**src/rtl/flash_wstat.sv**
```systemverilog
module flash_wstat #(
  parameter int DW          = 16,
  parameter int PROG_CYC    = 14,
  parameter int SECT_CYC    = 36,
  parameter int BLK_CYC     = 40,
  parameter int CHIP_CYC    = 60,
  parameter int RECOV_CYC   = 5,
  parameter int RST_MIN_CYC = 4
) (
  input  logic          clk,
  input  logic          rst_n,
  input  logic          start,
  input  logic [1:0]    op_kind,
  input  logic [DW-1:0] wdata,
  input  logic          ce_n,
  input  logic          rd_stb,
  input  logic [DW-1:0] arr_data,
  input  logic          dev_rst_n,
  output logic [DW-1:0] rd_data,
  output logic          rd_ok,
  output logic          rb_pull
);
  localparam int MAXE = (SECT_CYC > BLK_CYC) ? SECT_CYC : BLK_CYC;
  localparam int MAXA = (MAXE > CHIP_CYC) ? MAXE : CHIP_CYC;
  localparam int MAXC = (MAXA > PROG_CYC) ? MAXA : PROG_CYC;
  localparam int CW   = $clog2(MAXC + 1);
  localparam int RW   = $clog2(RECOV_CYC + 1);
  localparam int SW   = $clog2(RST_MIN_CYC + 1);

  logic          busy, rcv, is_prog, d7, tog;
  logic [CW-1:0] cnt;
  logic [RW-1:0] rcnt;
  logic [SW-1:0] rst_cnt;
  logic          rd, abort, launch, stat7;

  function automatic logic [CW-1:0] dur_m1(input logic [1:0] k);
    case (k)
      2'b00:   return CW'(PROG_CYC - 1);
      2'b01:   return CW'(SECT_CYC - 1);
      2'b10:   return CW'(BLK_CYC - 1);
      default: return CW'(CHIP_CYC - 1);
    endcase
  endfunction

  assign rd     = rd_stb & ~ce_n;
  assign abort  = ~dev_rst_n & (rst_cnt == SW'(RST_MIN_CYC - 1));
  assign launch = start & ~busy & dev_rst_n;

  always_ff @(posedge clk or negedge rst_n) begin
    if (!rst_n)         rst_cnt <= '0;
    else if (dev_rst_n) rst_cnt <= '0;
    else if (rst_cnt != SW'(RST_MIN_CYC)) rst_cnt <= rst_cnt + 1'b1;
  end

  always_ff @(posedge clk or negedge rst_n) begin
    if (!rst_n) begin
      busy <= 1'b0; rcv <= 1'b0; is_prog <= 1'b0; d7 <= 1'b0; tog <= 1'b0;
      cnt <= '0; rcnt <= '0;
    end else if (abort) begin
      busy <= 1'b0; rcv <= 1'b0; tog <= 1'b0; cnt <= '0; rcnt <= '0;
    end else if (launch) begin
      busy    <= 1'b1;
      rcv     <= 1'b0;
      is_prog <= (op_kind == 2'b00);
      d7      <= wdata[7];
      tog     <= 1'b0;
      cnt     <= dur_m1(op_kind);
    end else if (busy) begin
      if (rd) tog <= ~tog;
      if (cnt == '0) begin
        busy <= 1'b0;
        rcv  <= 1'b1;
        rcnt <= RW'(RECOV_CYC - 1);
      end else begin
        cnt <= cnt - 1'b1;
      end
    end else if (rcv) begin
      if (rcnt == '0) rcv <= 1'b0;
      else            rcnt <= rcnt - 1'b1;
    end
  end

  assign stat7 = busy ? (is_prog & ~d7) : (is_prog ? d7 : 1'b1);

  always_comb begin
    rd_data = arr_data;
    if (busy | rcv) begin
      rd_data[7] = stat7;
      rd_data[6] = tog;
    end
  end

  assign rd_ok   = ~(busy | rcv);
  assign rb_pull = busy & ~ce_n & dev_rst_n;
endmodule

```
**config.mk**
```make
export PLATFORM = sky130hd
export DESIGN_NAME = flash_wstat
export DESIGN_NICKNAME = d
export VERILOG_FILES = /design/src/rtl/flash_wstat.sv
export SDC_FILE = /design/constraint.sdc
export NUM_CORES = 1
export LEC_CHECK = 0
export ABC_CLOCK_PERIOD_IN_PS = 2170
export CAP_MARGIN = 40
export CORE_MARGIN = 8
export CORE_UTILIZATION = 60
export DETAILED_ROUTE_END_ITERATION = 10
export DONT_BUFFER_PORTS = 1
export GPL_TIMING_DRIVEN = 1
export PLACE_DENSITY = 0.85
export SKIP_LAST_GASP = 1
export SLEW_MARGIN = 0
export SYNTH_ARGS = -nofsm -noshare
export SYNTH_HDL_FRONTEND = slang
export SYNTH_SLANG_ARGS = --single-unit
```
**constraint.sdc**
```tcl
create_clock -name clk -period 2.17 [get_ports clk]
set_input_delay 0.434 -clock clk [delete_from_list [all_inputs] [get_ports clk]]
set_output_delay 0.434 -clock clk [all_outputs]
set_load 0.05 [all_outputs]
```
==> impl_metrics.tcl <==
set metrics [dict create \
    overflow 0 \
    p_comb_frac 0.535 \
    place_inst 157 \
    start_util 0.6346 \
    startpoint_type "register" \
    p_sw_frac 0.4678 \
    clk_pin_slew_ns 0.10 \
    fin_ws_ns 0.1667 \
    routed_wl_um 2546 \
    yosysTopAreaCellShare 0.3417 \
    die_area_um2 3788 \
    syn_inst 146 \
    die_w_um 61.55 \
    cpPeakStageDelay_ns 0.47 \
    cp_num_cells 3 \
    tightest_slew_ns 0.7592 \
    drtAntennaViolNets 0 \
    yosys_warnings 0 \
    grt_max_degree 20 \
    ys_top_cells_by_area "dfrtp_1 (34%), ha_1 (11%), buf_4 (8.4%)" \
    synth_seq_cells 17 \
    cp_cell_sequence "buf_4 -> nor2_2 -> mux2_2" \
    max_cap_viol_count 0 \
    critPathSlowestCell "mux2_2" \
    initialDrtViolationCount 38 \
    arrival_ns 1.57 \
    crit_type "register to output pin" \
    synth_edf_count 0 \
    critPathBufInv 1 \
    fin_crit_ns 2.003 \
    rsz0062_at_grt "false" \
    tritoncts "yes" \
    grt_pass1_vias 913 \
    synth-async-reset-ratio 1.000 \
    synth_nets 197 \
    ff2ff_path_depth 6 \
    vias 963 \
    post-route-period-util 0.9232 \
    worstPathRequired_ns 1.74 \
    cp_max_fo 19 \
    synth_common_cells "dfrtp_1 (17), buf_4 (14), nand2_1 (14)" \
    p_sw_mw 0.8114 \
    synth_area_um2 1245 \
    coreArea_um2 1962 \
    clk-insertion-delay-late_ns 0.30 \
    yosysTopAreaCell "dfrtp_1" \
    avgSynthCellArea_um2 8.527 \
    wl_per_cell_um 15.72 \
    area_delta_synth_final_pct -1.709 \
    status "complete, no violations" \
    dr.pass1.iters 4 \
    viasPerCell 5.944 \
    maxSlewHeadroom 0.4922 \
    place_ws_ns 0.2893 \
    p_leak_nw 0.5602 \
    drcViolationCount 0 \
    nNetsFinal 187 \
    antenna_found_initial 0 \
    die_h_um 61.55 \
    port_buffers 0 \
    grt_pass1_wl_um 4050 \
    track_usage 0.1408 \
    htree_levels 1 \
    hpwlAfterDp_um 1924 \
    power_frac_seq 0.364 \
    clockPowerShare 0.100 \
    drv_slew 0 \
    critPathTopFamily "multiplexers" \
    layout-drive-gt1-share 0.1185 \
    rows 16 \
    synth.most_common_cell "dfrtp_1" \
    cts_buffer_depth 2 \
    cts_root_buffer "clkbuf_4" \
    end_kind "output pin" \
    final_cells 162 \
    io_pins 58 \
    power_mw 1.734 \
    ctsResizeCount 0 \
    max_freq_mhz 499.2 \
    skew_ns 0.005189 \
    n_antenna_cell 0 \
    hold_path_depth 1 \
    hold_viol_final 0 \
    finalSetupViolCount 0 \
    hp-class "input port to register" \
    ys.flop_type "dfrtp_1" \
    internal_power_mw 0.9230 \
    synth_cell_type_count 37 \
    place.gp.congestion 0.8184 \
    fin_tns_setup_ns 0 \
    ys_seq_area_frac 0.3417 \
    clock-sinks 17 \
    ir_drop_v 0.0008708 \
    cts_buffers 3 \
    power.density_nw_per_um2 1417 \
]
sequential cells by signal (all words and copies together) (netlist names):
| name | count |
|---|---|
| busy | 1 |
| cnt | 6 |
| d7 | 1 |
| is_prog | 1 |
| rcnt | 3 |
| rcv | 1 |
| rst_cnt | 3 |
| tog | 1 |
placed cells by master (no fill, tap or decap), types with 2 or more instances in the layout:
cell,instances
a21oi_1,7
nor2b_1,3
or4_1,2
a21o_1,2
nand3_1,4
nor3_1,8
inv_1,9
nand2_1,14
clkbuf_4,3
ha_1,11
nor2_2,2
nand2b_1,4
nor2_1,11
dfrtp_1,17
buf_4,5
o211ai_1,3
a211oi_1,2
xnor2_1,2
o21ai_1,4
o21ai_0,3
nand3b_1,2
final timing paths:
path / startpoint / endpoint / slack (ns)
min in group asynchronous: rst_n / rcv / 0.64
min: dev_rst_n / rst_cnt[2] / 0.18
max in group asynchronous: rst_n / cnt[5] / 1.06
max reg2reg: cnt[0] / rcnt[2] / 0.26
min reg2reg: is_prog / is_prog / 0.49
max: busy / rd_data[6] / 0.17
stage by stage:
stage | util | hold slack [ns] | area [µm²]
after global placement | 0.6046 | 0.1389 | 1186
after global routing | 0.6237 | 0.1738 | 1224
final | 0.6237 | 0.1806 | 1224
after detailed placement | 0.6046 | 0.1389 | 1186
after floorplan | - | 0.1384 | 1247
after CTS | 0.6237 | 0.1790 | 1224
kinds of logic after synthesis:
kind of cell,share of synthesized area
simple gates,0.2322
buf+inv,0.1367
compound gates,0.1477
flops,0.3417
fa+ha+maj,0.1106
xor+xnor,0.01407
mux,0.01709
what timing repair did:
action,in CTS,in global routing
setup buffers,0,0
hold buffers,1,0
endpoints found under the hold margin,17,0
power groups by stage:
stage,Clock (mW),Combinational [mW],Sequential (mW)
finish,0.174,0.928,0.632
global route,0.189,1.02,0.651
CTS,0.176,0.927,0.628
detailed placement,0,0.911,0.634
global placement,0,0.854,0.626
floorplan,0,0.838,0.577
layout make-up:
type	instances	area, µm²
clock buffers	3	22.52
fillers	181	738.2
multi-input cells	98	651.9
flip-flops and latches	17	425.4
inverters	10	37.54
clock inverters	1	5.005
well taps	27	33.78
repair buffers	6	47.55
layer usage:
metal | track usage | part of all wire
met1 | 0.1507 | 0.40
met2 | 0.2393 | 0.49
met3 | 0.03340 | 0.078
met4 | 0.09416 | 0.036
met5 | 0 | 0
Power figures use the tool's default switching activity.
